## src/rtl/irq_grp_pkg.sv

```systemverilog
package irq_grp_pkg;
    // Kind of register selected by a bus address
    typedef enum logic [1:0] {
        RK_NONE   = 2'd0,
        RK_FLAG   = 2'd1,
        RK_ENABLE = 2'd2
    } reg_kind_e;
endpackage

```

## src/rtl/irq_grp_decode.sv

```systemverilog
module irq_grp_decode
    import irq_grp_pkg::*;
#(
    parameter int ADDR_W      = 8,
    parameter int NUM_GROUPS  = 4,
    parameter int GROUP_BASE  = 'h30,
    parameter int STRIDE_LOG2 = 4,
    parameter int ENABLE_OFS  = 4,
    localparam int GRP_W      = (NUM_GROUPS > 1) ? $clog2(NUM_GROUPS) : 1
) (
    input  logic [ADDR_W-1:0] addr,
    output reg_kind_e         kind,
    output logic [GRP_W-1:0]  grp
);
    localparam logic [ADDR_W-1:0] BASE_HI = ADDR_W'(GROUP_BASE >> STRIDE_LOG2);
    localparam logic [ADDR_W-1:0] LAST_HI = ADDR_W'((GROUP_BASE >> STRIDE_LOG2) + NUM_GROUPS);
    localparam logic [STRIDE_LOG2-1:0] EN_LO = STRIDE_LOG2'(ENABLE_OFS);

    logic [ADDR_W-1:0]      hi;
    logic [STRIDE_LOG2-1:0] lo;

    always_comb begin
        hi   = addr >> STRIDE_LOG2;
        lo   = addr[STRIDE_LOG2-1:0];
        kind = RK_NONE;
        grp  = '0;
        if (hi >= BASE_HI && hi < LAST_HI) begin
            grp = GRP_W'(hi - BASE_HI);
            if (lo == '0)
                kind = RK_FLAG;
            else if (lo == EN_LO)
                kind = RK_ENABLE;
        end
    end
endmodule

```

## src/rtl/irq_grp_bank.sv

```systemverilog
module irq_grp_bank #(
    parameter int SRC_W   = 4,
    parameter int DATA_W  = 8,
    parameter int SET_BIT = 7
) (
    input  logic              clk,
    input  logic              rst_n,
    input  logic [SRC_W-1:0]  src,
    input  logic              flag_wr,
    input  logic              en_wr,
    input  logic [DATA_W-1:0] wdata,
    output logic [SRC_W-1:0]  flag,
    output logic [SRC_W-1:0]  en,
    output logic              irq
);
    logic [SRC_W-1:0] src_q;
    logic [SRC_W-1:0] rise;
    logic [SRC_W-1:0] wbits;
    logic [SRC_W-1:0] flag_d;
    logic [SRC_W-1:0] en_d;

    assign rise  = src & ~src_q;
    assign wbits = wdata[SRC_W-1:0];

    always_comb begin
        flag_d = (flag & ~(flag_wr ? wbits : '0)) | rise;
        en_d   = en;
        if (en_wr)
            en_d = wdata[SET_BIT] ? (en | wbits) : (en & ~wbits);
    end

    always_ff @(posedge clk) begin
        if (!rst_n) begin
            src_q <= '0;
            flag  <= '0;
            en    <= '0;
        end else begin
            src_q <= src;
            flag  <= flag_d;
            en    <= en_d;
        end
    end

    assign irq = |(flag & en);

    for (genvar b = 0; b < SRC_W; b++) begin : g_chk

        edge_sets_flag_chk: assert property (@(posedge clk) disable iff (!rst_n)
            ($past(rst_n) && $past(src[b]) && !$past(src_q[b])) |-> flag[b]);

        w1c_clears_chk: assert property (@(posedge clk) disable iff (!rst_n)
            ($past(rst_n) && $past(flag_wr) && $past(wdata[b]) && !($past(src[b]) && !$past(src_q[b])))
            |-> !flag[b]);

        en_set_chk: assert property (@(posedge clk) disable iff (!rst_n)
            ($past(rst_n) && $past(en_wr) && $past(wdata[SET_BIT]) && $past(wdata[b])) |-> en[b]);

        en_clr_chk: assert property (@(posedge clk) disable iff (!rst_n)
            ($past(rst_n) && $past(en_wr) && !$past(wdata[SET_BIT]) && $past(wdata[b])) |-> !en[b]);

        en_hold_chk: assert property (@(posedge clk) disable iff (!rst_n)
            ($past(rst_n) && !$past(en_wr)) |-> $stable(en[b]));
    end
endmodule

```

## src/rtl/irq_grp_ctrl.sv

```systemverilog
module irq_grp_ctrl
    import irq_grp_pkg::*;
#(
    parameter int NUM_GROUPS    = 4,
    parameter int SRC_PER_GROUP = 4,
    parameter int ADDR_W        = 8,
    parameter int DATA_W        = 8,
    parameter int GROUP_BASE    = 'h30,
    parameter int STRIDE_LOG2   = 4,
    parameter int ENABLE_OFS    = 4,
    parameter int SET_BIT       = 7,
    localparam int SRC_TOTAL    = NUM_GROUPS * SRC_PER_GROUP,
    localparam int GRP_W        = (NUM_GROUPS > 1) ? $clog2(NUM_GROUPS) : 1
) (
    input  logic                  clk,
    input  logic                  rst_n,
    input  logic [ADDR_W-1:0]     addr,
    input  logic                  wr_en,
    input  logic                  rd_en,
    input  logic [DATA_W-1:0]     wr_data,
    output logic [DATA_W-1:0]     rd_data,
    input  logic [SRC_TOTAL-1:0]  src_in,
    output logic [NUM_GROUPS-1:0] irq_lvl
);
    reg_kind_e          kind;
    logic [GRP_W-1:0]   grp;
    logic [SRC_PER_GROUP-1:0] flag_arr [NUM_GROUPS];
    logic [SRC_PER_GROUP-1:0] en_arr   [NUM_GROUPS];
    logic [DATA_W-1:0]  rd_next;

    irq_grp_decode #(
        .ADDR_W     (ADDR_W),
        .NUM_GROUPS (NUM_GROUPS),
        .GROUP_BASE (GROUP_BASE),
        .STRIDE_LOG2(STRIDE_LOG2),
        .ENABLE_OFS (ENABLE_OFS)
    ) u_dec (
        .addr(addr),
        .kind(kind),
        .grp (grp)
    );

    for (genvar g = 0; g < NUM_GROUPS; g++) begin : g_bank
        logic sel;
        assign sel = (grp == GRP_W'(g));

        irq_grp_bank #(
            .SRC_W  (SRC_PER_GROUP),
            .DATA_W (DATA_W),
            .SET_BIT(SET_BIT)
        ) u_bank (
            .clk    (clk),
            .rst_n  (rst_n),
            .src    (src_in[g*SRC_PER_GROUP +: SRC_PER_GROUP]),
            .flag_wr(wr_en && sel && kind == RK_FLAG),
            .en_wr  (wr_en && sel && kind == RK_ENABLE),
            .wdata  (wr_data),
            .flag   (flag_arr[g]),
            .en     (en_arr[g]),
            .irq    (irq_lvl[g])
        );


        lvl_needs_pending_chk: assert property (@(posedge clk) disable iff (!rst_n)
            irq_lvl[g] |-> ((flag_arr[g] & en_arr[g]) != '0));
    end

    // Read path: the decoded kind selects the value to register
    always_comb begin
        rd_next = '0;
        unique case (kind)
            RK_FLAG:   rd_next = DATA_W'(flag_arr[grp]);
            RK_ENABLE: rd_next = DATA_W'(en_arr[grp]);
            RK_NONE:   rd_next = '0;
            default:   rd_next = '0;
        endcase
    end

    always_ff @(posedge clk) begin
        if (!rst_n)
            rd_data <= '0;
        else if (rd_en)
            rd_data <= rd_next;
    end


    rd_upper_zero_chk: assert property (@(posedge clk) disable iff (!rst_n)
        rd_data[DATA_W-1:SRC_PER_GROUP] == '0);

    rd_hold_chk: assert property (@(posedge clk) disable iff (!rst_n)
        ($past(rst_n) && !$past(rd_en)) |-> $stable(rd_data));

    unmapped_zero_chk: assert property (@(posedge clk) disable iff (!rst_n)
        ($past(rst_n) && $past(rd_en) && $past(kind) == RK_NONE) |-> rd_data == '0);
endmodule

```

## config.mk

```make
export PLATFORM = sky130hd
export DESIGN_NAME = irq_grp_ctrl
export DESIGN_NICKNAME = d
export VERILOG_FILES = /design/src/rtl/irq_grp_pkg.sv /design/src/rtl/irq_grp_decode.sv /design/src/rtl/irq_grp_bank.sv /design/src/rtl/irq_grp_ctrl.sv
export SDC_FILE = /design/constraint.sdc
export NUM_CORES = 1
export LEC_CHECK = 0
export ABC_AREA = 0
export BUFFER_PORTS_ARGS = -buffer_cell sky130_fd_sc_hd__buf_2
export CORE_MARGIN = 3
export CORE_UTILIZATION = 58
export CTS_CLUSTER_DIAMETER = 80
export DETAILED_ROUTE_END_ITERATION = 10
export PLACE_DENSITY = 0.83
export RECOVER_POWER = 50
export SLEW_MARGIN = 40
export SYNTH_ARGS = -nofsm -noshare
export SYNTH_HDL_FRONTEND = slang
export SYNTH_SLANG_ARGS = --single-unit
```

## constraint.sdc

```tcl
create_clock -name clk -period 3.25 [get_ports clk]
set_clock_uncertainty 0.05 [all_clocks]
set_input_delay 0.325 -clock clk [delete_from_list [all_inputs] [get_ports clk]]
set_output_delay 0.325 -clock clk [all_outputs]
set_load 0.1 [all_outputs]
```

==> metrics.md <==
| Metric | Value |
|---|---|
| Outcome | complete, no violations |
| Final worst hold slack | ~180 ps |
| Crit-path leading delay family | simple AND/OR/NAND/NOR gates |
| Die outline height | 70.6 um |
| Maximum net fanout on the critical path | 14 |
| Leakage power of the design | roughly 1 nW |
| Starting DRT DRC Count | ~270 |
| Hold Buf Count CTS | 0 |
| Total count of max-transition violations in the final report | 0 |
| Fraction of synthesized area in multiplexers | 0.0331 |
| H-Tree Level Count | 2 |
| Type of the tightest min-delay check | input port to flip-flop |
| Tightest slew margin relative to the limit | 0.226 |
| Yosys warns | 0 |
| Cells after synthesis | around 270 |
| Worst IR drop on VDD | 0.326 mV |
| Number of I/O pins | 48 |
| Arrival time at the worst endpoint | 2650 ps |
| Max-cap violation count | 0 |
| Critical Path Slowest Stage Cell | clkbuf_1 |
| Count of state elements after synthesis | 52 |
| Mapped cell area | ~0.0024 sq mm |
| Maximum number of pins on one net before global-route repair | 24 |
| First-pass detailed-route iteration total | 9 |
| Adder and majority cell fraction of the synthesized area | 0.00517 |
| Critical Path Start | addr[4] |
| Crit-path cells | clkbuf_1, ha_1, nor3_2, nand4_1, o211ai_1, o31ai_1 |
| Number of distinct library cells after synthesis | 37 |
| Largest family of logic cells by synthesized area | compound AO/OA/AOI/OAI gates |
| Tcrit/Tclk final | 0.771 |
| Unrepaired setup endpoints after global routing | false |
| Drt wl/cell | approximately 16 um |
| Overflow after GRT | 0 |
| Number of core rows | 22 |
| Clock insertion delay at the later pin of the skew report | slightly above 300 ps |
| Global Route Usage Sum | 0.236 |
| # DRC | 0 |
| TritonCTS clock tree | done |
| Total count of hold-check failures in the final report | 0 |
| Register area share after synthesis | 0.430 |
| Worst-path clk slew | roughly 90 ps |
| Global-route wire length before repair | approximately 9300 um |
| Origin of the worst min-delay path | src_in[7] |
| Highest cell delay on the worst timing path | 580 ps |
| Startpoint of the worst register-to-register path | rd_data[2] |
| Finish-stage setup viols | 0 |
| Element type at the critical path start | input port |
| Area growth from synthesis to layout | 9.57% |
| Setup TNS | 0 ps |
| Maximum number of buffers from clock root to sink | 2 |
| Final critical delay including setup and external delays | approximately 2500 ps |
| Power per Cell Area | ~460 mW/mm^2 |
| Required arrival time at the worst endpoint | between 3000 and 4000 ps |
| Count of input and output buffers | 40 |
| Die Area | 0.00498 sq mm |
| Share of the synthesized area in compound gates (AO/OA/AOI/OAI) | 0.269 |
| Parity-gate share of the synthesized area counting xor and xnor cells | 0.00724 |
| Total vias in the final route | approximately 2100 |
| Total clock buffers created by CTS | 5 |
| Number of buffers added for setup after CTS | 0 |
| Detailed Route WL | around 5600 um |
| Antenna violations before repair | 0 |
| Via density | slightly above 6 |
| Root Driver | clkbuf_8 |
| Antenna viol nets, final | 0 |
| Number of global-route vias before repair | roughly 1900 |
| Layout net count | 332 |
| Post-synthesis average cell area | between 9 and 10 sq um |
| Die Wd | 70.6 um |
| Transition time of the tightest slew-check pin | around 1200 ps |
| Antenna Cells | 0 |
| Final GP Congestion | about 0.93 |
| Fraction of layout instances using a drive strength above 1 | 0.142 |
| Peak clock frequency supported by timing | ~0.40 GHz |
| Initial core utilization | 0.632 |
| Simple logic cell fraction of the synthesized area | 0.193 |
| Worst setup path category | input port to flip-flop |
| Buffer and inverter count on the worst path | 1 |
| Kind of end point of the critical path | flip-flop |
| Core Region | approximately 0.0038 sq mm |
| Post_cts resized | 0 |
| Clock sink total | 52 |
| DP Wirelength | between 4000 and 5000 um |
-- path summary, 6_finish.rpt --
kind / slack, ps / to / cells after the start
worst max-delay path: 740 / flip-flop / 6
worst min-delay path: 180 / g_bank[1].u_bank.src_q[3] / 2
worst max register to register: 2000 / rd_data[2] / 4
worst min register to register: 440 / g_bank[3].u_bank.flag[0] / 2
-- worst reg2reg max path: stages (launching register included) --
cell	delay (ps)
dfxtp_1	320
o21ai_0	360
a221oi_1	100
o211ai_1	150
o211ai_1	130
-- per-layer routing --
metal | up-vias | track usage | share of wire
li1 | 1031 | - | -
met1 | 967 | 0.348 | 0.48
met2 | 81 | 0.347 | 0.44
met3 | 9 | 0.0469 | 0.074
met4 | 0 | 0.0793 | 0.012
met5 | - | 0 | 0
-- per-stage QoR --
stage	instance area (sq um)	worst slack, ps	cells	util	power (mW)
finish	2650	745	344	0.693	1.23
global route	2650	562	344	0.693	1.28
CTS	2660	1020	344	0.696	1.23
detailed placement	2570	677	336	0.672	0.876
global placement	2570	785	336	0.672	0.870
floorplan	2430	1490	269	-	0.824
-- cells in the final DEF, fill, tap and decap left out, types with 4 or more instances in the layout --
cell | Yosys | layout
dfxtp_1 | 52 | 52
nand3_1 | 8 | 8
mux2i_1 | 8 | 8
and2_0 | 0 | 10
o211ai_1 | 19 | 19
o31ai_1 | 18 | 18
clkbuf_1 | 8 | 12
nor2_1 | 6 | 6
nand2b_1 | 22 | 22
o21ai_0 | 18 | 18
and2_1 | 17 | 7
a21oi_1 | 17 | 17
clkbuf_8 | 0 | 5
buf_2 | 5 | 30
nand2_1 | 16 | 16
conb_1 | 1 | 4
a22oi_1 | 8 | 8
-- kinds of logic after synthesis --
group,count (synthesis)
AO/OA/AOI/OAI,95
XOR/XNOR,2
adder cells (fa/ha/maj),1
buffers and inverters,26
flip-flops,52
multiplexers,8
other,1
AND/OR/NAND/NOR,81
-- synth_stat cells --
cell type | number | share of area
or4b_4 | 1 | 0.0057
nor3b_1 | 1 | 0.0031
a2111o_1 | 3 | 0.014
o211ai_1 | 19 | 0.059
a211o_1 | 1 | 0.0036
xor2_1 | 1 | 0.0036
conb_1 | 1 | 0.0015
o31ai_1 | 18 | 0.056
nand4_1 | 3 | 0.0078
clkbuf_1 | 8 | 0.012
nor4_4 | 1 | 0.0088
a221oi_1 | 1 | 0.0036
mux2i_1 | 8 | 0.033
inv_1 | 3 | 0.0047
nand3_1 | 8 | 0.017
o2111ai_1 | 1 | 0.0036
nor2b_1 | 3 | 0.0078
xnor2_1 | 1 | 0.0036
o21ai_0 | 18 | 0.037
buf_2 | 5 | 0.010
nor3_1 | 1 | 0.0021
or3_1 | 1 | 0.0026
a21oi_1 | 17 | 0.035
buf_4 | 9 | 0.028
buf_6 | 1 | 0.0047
a22oi_1 | 8 | 0.025
and2_1 | 17 | 0.044
nor2_1 | 6 | 0.0093
dfxtp_1 | 52 | 0.43
o221ai_1 | 3 | 0.011
nand2b_1 | 22 | 0.057
o41ai_1 | 3 | 0.011
o21a_1 | 2 | 0.0062
nor3_2 | 1 | 0.0041
nand2_1 | 16 | 0.025
o41a_1 | 1 | 0.0047
ha_1 | 1 | 0.0052
-- layout make-up --
type                       instances  area, sq um
multi-input combinational        191         1250
fill                             338         1170
sequential                        52         1040
timing repair buffer              42          199
clock buffer                       6         72.6
tap                               48         60.1
clock inverter                     2         16.3
inverter                           3         11.3
-- power breakdown --
part           internal (mW)  switching, mW
logic                 0.0541          0.125
registers              0.665         0.0168
clock network          0.154          0.216
(Power assumes the default switching activity.)
